`config.mk`:
```
export PLATFORM = sky130hd
export DESIGN_NAME = iter_occ_tracker
export DESIGN_NICKNAME = d
export VERILOG_FILES = /design/src/rtl/iter_occ_pkg.sv /design/src/rtl/iter_cost_decode.sv /design/src/rtl/iter_occ_counter.sv /design/src/rtl/iter_occ_tracker.sv
export SDC_FILE = /design/constraint.sdc
export NUM_CORES = 1
export LEC_CHECK = 0
export BUFFER_PORTS_ARGS = -buffer_cell sky130_fd_sc_hd__buf_4
export CAP_MARGIN = 15
export CORE_MARGIN = 1
export CORE_UTILIZATION = 59
export CTS_BUF_LIST = sky130_fd_sc_hd__clkbuf_4 sky130_fd_sc_hd__clkbuf_8 sky130_fd_sc_hd__clkbuf_16
export CTS_CLUSTER_SIZE = 40
export DETAILED_ROUTE_END_ITERATION = 16
export PLACE_DENSITY_LB_ADDON = 0.1
export RECOVER_POWER = 50
export SLEW_MARGIN = 15
export SYNTH_ARGS = -nofsm -noshare
export SYNTH_HDL_FRONTEND = slang
export SYNTH_HIERARCHICAL = 1
export SYNTH_SLANG_ARGS = --single-unit
```
`constraint.sdc`:
```
create_clock -name clk -period 1.8 [get_ports clk]
set_input_delay 0 -clock clk [delete_from_list [all_inputs] [get_ports clk]]
set_output_delay 0 -clock clk [all_outputs]
set_load 0.02 [all_outputs]
```
`src/rtl/iter_occ_pkg.sv`:
```
package iter_occ_pkg;

   typedef enum logic [2:0] {
      OP_NONE = 3'd0,
      OP_IDIV = 3'd1,
      OP_IMUL = 3'd2,
      OP_HILO = 3'd3,
      OP_FDIV = 3'd4,
      OP_FRSQ = 3'd5,
      OP_FMUL = 3'd6,
      OP_RSVD = 3'd7
   } iter_op_e;

   localparam int NUM_UNITS = 3;
   localparam int UNIT_INT  = 0;
   localparam int UNIT_FMUL = 1;
   localparam int UNIT_FDIV = 2;

   function automatic int max2(input int a, input int b);
      return (a > b) ? a : b;
   endfunction

endpackage

```
`src/rtl/iter_cost_decode.sv`:
```
module iter_cost_decode
   import iter_occ_pkg::*;
#(
   parameter int IDIV_W_CYC = 42,
   parameter int IDIV_D_CYC = 72,
   parameter int IMUL_W_CYC = 2,
   parameter int IMUL_D_CYC = 7,
   parameter int HILO_CYC   = 3,
   parameter int FDIV_S_CYC = 17,
   parameter int FDIV_D_CYC = 32,
   parameter int FRSQ_S_CYC = 17,
   parameter int FRSQ_D_CYC = 35,
   parameter int FMUL_S_CYC = 1,
   parameter int FMUL_D_CYC = 2,
   parameter int CNT_W      = 7
) (
   input  logic                                 valid,
   input  logic [2:0]                           op,
   input  logic                                 wide,
   output logic [NUM_UNITS-1:0]                 hit,
   output logic [NUM_UNITS-1:0][CNT_W-1:0]      len
);

   localparam logic [CNT_W-1:0] L_IDIV_W = CNT_W'(IDIV_W_CYC);
   localparam logic [CNT_W-1:0] L_IDIV_D = CNT_W'(IDIV_D_CYC);
   localparam logic [CNT_W-1:0] L_IMUL_W = CNT_W'(IMUL_W_CYC);
   localparam logic [CNT_W-1:0] L_IMUL_D = CNT_W'(IMUL_D_CYC);
   localparam logic [CNT_W-1:0] L_HILO   = CNT_W'(HILO_CYC);
   localparam logic [CNT_W-1:0] L_FDIV_S = CNT_W'(FDIV_S_CYC);
   localparam logic [CNT_W-1:0] L_FDIV_D = CNT_W'(FDIV_D_CYC);
   localparam logic [CNT_W-1:0] L_FRSQ_S = CNT_W'(FRSQ_S_CYC);
   localparam logic [CNT_W-1:0] L_FRSQ_D = CNT_W'(FRSQ_D_CYC);
   localparam logic [CNT_W-1:0] L_FMUL_S = CNT_W'(FMUL_S_CYC);
   localparam logic [CNT_W-1:0] L_FMUL_D = CNT_W'(FMUL_D_CYC);

   always_comb begin
      hit = '0;
      len = '0;
      case (iter_op_e'(op))
         OP_IDIV: begin
            hit[UNIT_INT] = valid;
            len[UNIT_INT] = wide ? L_IDIV_D : L_IDIV_W;
         end
         OP_IMUL: begin
            hit[UNIT_INT] = valid;
            len[UNIT_INT] = wide ? L_IMUL_D : L_IMUL_W;
         end
         OP_HILO: begin
            hit[UNIT_INT] = valid;
            len[UNIT_INT] = L_HILO;
         end
         OP_FDIV: begin
            hit[UNIT_FDIV] = valid;
            len[UNIT_FDIV] = wide ? L_FDIV_D : L_FDIV_S;
         end
         OP_FRSQ: begin
            hit[UNIT_FDIV] = valid;
            len[UNIT_FDIV] = wide ? L_FRSQ_D : L_FRSQ_S;
         end
         OP_FMUL: begin
            hit[UNIT_FMUL] = valid;
            len[UNIT_FMUL] = wide ? L_FMUL_D : L_FMUL_S;
         end
         default: begin
            hit = '0;
         end
      endcase
   end

endmodule

```
`src/rtl/iter_occ_counter.sv`:
```
module iter_occ_counter #(
   parameter int CNT_W   = 7,
   parameter int MAX_CNT = 72
) (
   input  logic             clk,
   input  logic             rst_n,
   input  logic             hit,
   input  logic [CNT_W-1:0] len,
   output logic             busy
);

   generate
      if (MAX_CNT == 1) begin : g_flag
         logic flag_q;
         wire  unused_len = ^len;

         always_ff @(posedge clk) begin
            if (!rst_n) flag_q <= 1'b0;
            else        flag_q <= hit & ~flag_q;
         end
         assign busy = flag_q;
      end else begin : g_count
         logic [CNT_W-1:0] cnt_q;

         assign busy = |cnt_q;

         always_ff @(posedge clk) begin
            if (!rst_n)             cnt_q <= '0;
            else if (hit && !busy)  cnt_q <= len;
            else if (busy)          cnt_q <= cnt_q - 1'b1;
         end
      end
   endgenerate

endmodule

```
`src/rtl/iter_occ_tracker.sv`:
```
module iter_occ_tracker
   import iter_occ_pkg::*;
#(
   parameter int IDIV_W_CYC = 42,
   parameter int IDIV_D_CYC = 72,
   parameter int IMUL_W_CYC = 2,
   parameter int IMUL_D_CYC = 7,
   parameter int HILO_CYC   = 3,
   parameter int FDIV_S_CYC = 17,
   parameter int FDIV_D_CYC = 32,
   parameter int FRSQ_S_CYC = 17,
   parameter int FRSQ_D_CYC = 35,
   parameter int FMUL_S_CYC = 1,
   parameter int FMUL_D_CYC = 2
) (
   input  logic       clk,
   input  logic       rst_n,
   input  logic       issue_valid,
   input  logic [2:0] issue_op,
   input  logic       issue_wide,
   output logic       int_busy,
   output logic       fmul_busy,
   output logic       fdiv_busy
);

   localparam int INT_MAX  = max2(max2(max2(IDIV_W_CYC, IDIV_D_CYC),
                                       max2(IMUL_W_CYC, IMUL_D_CYC)), HILO_CYC);
   localparam int FMUL_MAX = max2(FMUL_S_CYC, FMUL_D_CYC);
   localparam int FDIV_MAX = max2(max2(FDIV_S_CYC, FDIV_D_CYC),
                                  max2(FRSQ_S_CYC, FRSQ_D_CYC));
   localparam int ALL_MAX  = max2(max2(INT_MAX, FMUL_MAX), FDIV_MAX);
   localparam int CNT_W    = (ALL_MAX < 2) ? 1 : $clog2(ALL_MAX + 1);

   generate
      if (IDIV_W_CYC < 1 || IDIV_D_CYC < 1 || IMUL_W_CYC < 1 || IMUL_D_CYC < 1 ||
          HILO_CYC < 1) begin : g_bad_int
         $error("iter_occ_tracker: integer occupancy counts must be at least 1");
      end
      if (FDIV_S_CYC < 1 || FDIV_D_CYC < 1 || FRSQ_S_CYC < 1 || FRSQ_D_CYC < 1 ||
          FMUL_S_CYC < 1 || FMUL_D_CYC < 1) begin : g_bad_fp
         $error("iter_occ_tracker: floating-point occupancy counts must be at least 1");
      end
   endgenerate

   logic [NUM_UNITS-1:0]            hit;
   logic [NUM_UNITS-1:0][CNT_W-1:0] len;
   logic [NUM_UNITS-1:0]            busy_vec;

   iter_cost_decode #(
      .IDIV_W_CYC (IDIV_W_CYC),
      .IDIV_D_CYC (IDIV_D_CYC),
      .IMUL_W_CYC (IMUL_W_CYC),
      .IMUL_D_CYC (IMUL_D_CYC),
      .HILO_CYC   (HILO_CYC),
      .FDIV_S_CYC (FDIV_S_CYC),
      .FDIV_D_CYC (FDIV_D_CYC),
      .FRSQ_S_CYC (FRSQ_S_CYC),
      .FRSQ_D_CYC (FRSQ_D_CYC),
      .FMUL_S_CYC (FMUL_S_CYC),
      .FMUL_D_CYC (FMUL_D_CYC),
      .CNT_W      (CNT_W)
   ) u_decode (
      .valid (issue_valid),
      .op    (issue_op),
      .wide  (issue_wide),
      .hit   (hit),
      .len   (len)
   );

   generate
      for (genvar u = 0; u < NUM_UNITS; u++) begin : g_unit
         localparam int UNIT_MAX = (u == UNIT_INT)  ? INT_MAX  :
                                   (u == UNIT_FMUL) ? FMUL_MAX : FDIV_MAX;
         iter_occ_counter #(
            .CNT_W   (CNT_W),
            .MAX_CNT (UNIT_MAX)
         ) u_cnt (
            .clk   (clk),
            .rst_n (rst_n),
            .hit   (hit[u]),
            .len   (len[u]),
            .busy  (busy_vec[u])
         );
      end
   endgenerate

   assign int_busy  = busy_vec[UNIT_INT];
   assign fmul_busy = busy_vec[UNIT_FMUL];
   assign fdiv_busy = busy_vec[UNIT_FDIV];

endmodule

```
# Yosys cells after proc, flatten, opt, wreduce, memory -nomap -nowiden
# Cells that the tools add are included.
[totals] output_inout_bits=3 in_bits=7 reg_bits=21 elab_cells=43
[op_classes] add_sub_neg=3 n_mux=17 n_reduce_logical=14 n_eq_ne=6
[ops] op="$mux W7" count=8
[ops] op="$pmux W7 S3" count=1
[ops] op="$reduce_or A7 Y1" count=3
[ops] op="$sub A7 B1 Y7 const B" count=3
[ops] op="$pmux W7 S2" count=1
[ops] op="$mux W6" count=2
[ops] op="$eq A3 B3 Y1 const B" count=3
[ops] op="$eq A3 B2 Y1 const B" count=2
[ops] op="$reduce_bool A2 Y1" count=3
[ops] op="$eq A3 B1 Y1 const B" count=1
[ops] op="$logic_and A1 B1 Y1" count=3
[ops] op="$logic_not A1 Y1" count=3
[ops] op="$mux W1" count=3
[ops] op="$mux W3" count=1
[ops] op="$reduce_or A3 Y1" count=1
[ops] op="$mux W2" count=1
[ops] op="$reduce_or A2 Y1" count=1

# Logic depth before layout (Yosys ltp)
[logic_depth] word_depth=5 depth_mapped=7 ltp_nobuf=6

# Hierarchy
# The synthesis kept the hierarchy.
[modules_own_cells] mod="iter_occ_counter" area_per_inst_um2=399.1 seq_area_each_um2=140.1 cells_per_inst=47 instances=3
[modules_own_cells] mod="iter_cost_decode" area_per_inst_um2=224.0 seq_area_each_um2=0.0 cells_per_inst=34 instances=1

# Worst setup path before layout
# Ideal clock, no wire load.
[synth_timing] path_type="flip-flop to flip-flop" start="register g_unit[0].u_cnt.g_count.cnt_q[0]" end="register g_unit[0].u_cnt.g_count.cnt_q[0]" setup_ns=0.116 stages_incl_launch_ff=7 t_required_ns=1.684 setup_slack_ns=0.324 path_buffers=0 arrival_time_ns=1.361 synth_period_minus_slack_ns=1.476 path_cell_list="dfxtp_1 inv_1 ha_1 and2b_2 nand3_4 a211o_1 and3_1"
[synth_via] elab_chain_len=4 word_cells_on_any_way=7 classes_between="add/sub: 1; mux: 2; reduce/logical: 4"
[synth_lines] element="start: declaration" line="iter_occ_counter.sv:23" rtl="logic [CNT_W-1:0] cnt_q;"
[synth_lines] element="start signal: assignment" line="iter_occ_counter.sv:29" rtl="else if (hit && !busy) cnt_q <= len;"
[synth_lines] element="start signal: assignment" line="iter_occ_counter.sv:30" rtl="else if (busy) cnt_q <= cnt_q - 1'b1;"
[synth_lines] element="$reduce_or A7 Y1 *" line="iter_occ_counter.sv:25" rtl="assign busy = |cnt_q;"
[synth_lines] element="via int_busy" line="iter_occ_tracker.sv:21" rtl="output logic int_busy,"
[synth_lines] element="$logic_not A1 Y1" line="iter_occ_counter.sv:29"
[synth_lines] element="$logic_and A1 B1 Y1" line="iter_occ_counter.sv:29"
[synth_lines] element="$mux W7 or $reduce_bool A2 Y1 (tied branches)"
# The timed path passes the listed nets; every way through them passes the cells marked *. The select of a mux whose other input is x is not followed.
# A chain may end at the register's enable or synchronous reset.

# Worst setup path after layout
[layout_timing] start="register g_unit[2].u_cnt.g_count.cnt_q[0]" end="register g_unit[2].u_cnt.g_count.cnt_q[0]"
[layout_via] elab_chain_len=4 word_cells_on_any_way=7 classes_between="add/sub: 1; mux: 2; reduce/logical: 4"
[layout_lines] element="start: declaration" line="iter_occ_counter.sv:23"
[layout_lines] element="start signal: assignment" line="iter_occ_counter.sv:29"
[layout_lines] element="start signal: assignment" line="iter_occ_counter.sv:30"
[layout_lines] element="branches (longest 4 deep; another with $sub A7 B1 Y7)"
# Several ways; the timed one is not identified. The select of a mux whose other input is x is not followed.

==> qor.yml <==
cts_buffer_depth: 2
p_per_area_nw_per_um2: 1650
ys_top_cells_by_area: "dfxtp_1 (30%), a21oi_1 (6.0%), buf_4 (4.8%)"
crit_start: "g_unit[2].u_cnt/g_count.cnt_q[0]$_SDFFE_PN0P_"
core_um2: 2230
grt_max_degree: 16
worst_clock_skew_ps: 1.21
viasPerCell: 5.81
drt_iter0_drc: 36
fin_crit_ps: 1600
finalPower_w: 0.00243
clk_pin_slew_worst_paths_ps: 120
slew-limit-headroom_pct: 55.3
use_met1_pct: 32.2
cts-buffers-inserted: 3
drv_slew: 0
pre_cts_ws_ps: 256
cts_tree: "done"
wl_per_cell_um: 12.9
end_kind: "flip-flop"
synth_common_cells: "dfxtp_1 (21), a21oi_1 (17), inv_1 (12), o21ai_0 (12)"
numPortBuffers: 9
vias: 1225
drive_gt1_share_pct: 12.0
final.setup.tns_ps: 0
hp-start: "rst_n"
cp-start-kind: "flip-flop"
finalHoldWorstSlack_ps: 23.0
use_met2_pct: 39.3
dr.pass1.iters: 4
syn_inst: 175
max_freq_mhz: 626
rsz0062_at_grt: "false"
fp.dieW_um: 51.1
top_regs: "g_unit.u_cnt/g_count.cnt_q: 21 flops"
route.detailed.drc: 0
gr-total-overflow: 0
worstPathArrival_ps: 1800
synth_ff_type: "dfxtp_1"
worstPathRequired_ps: 2000
regMostFlops: "g_unit.u_cnt/g_count.cnt_q"
dpl_cell_area_um2: 1470
period_share_pct: 88.7
grt_pass1_wl_um: 4710
ys_ff_latch: 21
irDropWorstVdd_mv: 1.07
cap_violations: 0
floorplan.initialDensity_pct: 63.6
cts_hold_buf: 0
met3_usage_pct: 2.68
routabilityCongestion: 0.887
async_flop_share_pct: 0
hold_depth: 2
syn-cell-area_um2: 1420
synth_edf_count: 0
syn2layout_area_growth_pct: 3.70
worst_pin_slew_ps: 664
die_h_um: 51.1
post_cts_buffers: 0
cts-htree-levels: 1
syn_area_per_cell_um2: 8.12
path_class: "flip-flop to flip-flop"
antenna_found_initial: 0
synth.top_cell.area_share_pct: 29.6
yosysWarnings: 6
yosysSeqAreaShare_pct: 29.6
worst_slack_ps: 203
netlist-cell-type-count: 36
die-area_um2: 2610
design_area_um2: 1470
place_hpwl_um: 2020
clk_latency_ps: 290
cts_sinks: 21
largest_reg_flops: 21
diodes: 0
rr_startpoint: "g_unit[2].u_cnt/g_count.cnt_q[0]$_SDFFE_PN0P_"
root_buffer: "clkbuf_4"
min_path_type: "input pin to flip-flop"
leakagePower_nw: 0.665
finalHoldViolCount: 0
antenna_left: 0
busiest_layer: "met2"
yosysTopAreaCell: "dfxtp_1"
r2r_cells: 6
io_pins: 10
setup_viol: 0
cts_resized: 0
grt_use_total_pct: 23.7
row_count: 17
outcome: "finished, final reports clean"
grt_pass1_vias: 1095
yosysMostFrequentCell: "dfxtp_1"
layout.nets: 194
wl_um: 2720
cp_max_fo: 8
placed cells by master, fill, tap and decap left out, drive strengths merged:
cell     n
o21ai   12
a21boi   3
and2     2
nand4    3
inv     12
a311oi   3
conb     9
clkbuf   3
a21oi   17
nand2    9
o31ai    3
nand2b   2
and4     2
or2b     3
ha       3
a211oi   1
dfxtp   21
nor3b    1
clkinv   1
nor3     7
o21a     6
and3     7
nor2b    5
a211o    3
xor2     3
nor4b    2
nand3    6
o211a    3
buf     10
nor4     3
and2b    6
nor2    12
cell families (layout without fill, tap and decap cells):
kind of cell             count (synthesis)  after routing  synth area share, %
XOR/XNOR                                 3              3                 1.85
AND/OR/NAND/NOR                         70             70                 33.1
AO/OA/AOI/OAI                           51             51                 22.9
other                                    1              9                0.264
flip-flops                              21             21                 29.6
buffers and inverters                   26             26                 9.68
adder cells (fa/ha/maj)                  3              3                 2.64
per-stage QoR:
stage,instances,util [%]
2_1_floorplan,183,-
3_3_place_gp,207,65.8
3_5_place_dp,207,65.8
4_1_cts,211,67.0
5_1_grt,211,66.0
6_report,211,66.0
routing by layer:
layer	vias up	part of all wire [%]
li1	625	-
met1	569	48
met2	27	48
met3	4	3.3
met4	0	0.77
met5	-	0
where the power goes:
part           internal [W]  leakage [nW]  total (W)  switching (W)
Sequential         0.000641         0.173   0.000809       0.000168
Clock             0.0000826        0.0177   0.000222       0.000139
Combinational      0.000602         0.474    0.00140       0.000798
Total               0.00133         0.665    0.00243        0.00110
worst max-delay path, stage by stage, from the launching register on:
cell     delay (ps)
dfxtp_1         360
inv_1            90
ha_1            250
and2b_1         230
nand3_4         130
a211o_1         280
and3_1          170
worst paths after layout:
kind,to,slack [ps]
hold reg to reg,g_unit[2].u_cnt/g_count.cnt_q[5]$_SDFFE_PN0P_,520
setup / recovery,g_unit[2].u_cnt/g_count.cnt_q[0]$_SDFFE_PN0P_,200
setup reg to reg,g_unit[2].u_cnt/g_count.cnt_q[0]$_SDFFE_PN0P_,200
hold / removal,g_unit[0].u_cnt/g_count.cnt_q[6]$_SDFFE_PN0P_,20
area by class of cell:
| class | instances | area [um^2] |
|---|---|---|
| sequential | 21 | 420 |
| inverter | 12 | 45.0 |
| multi-input combinational | 136 | 871 |
| tap | 28 | 35.0 |
| clock inverter | 1 | 5.00 |
| clock buffer | 3 | 22.5 |
| fill | 207 | 759 |
| timing repair buffer | 10 | 75.1 |
Note: power is estimated with default switching activity, not from simulation.
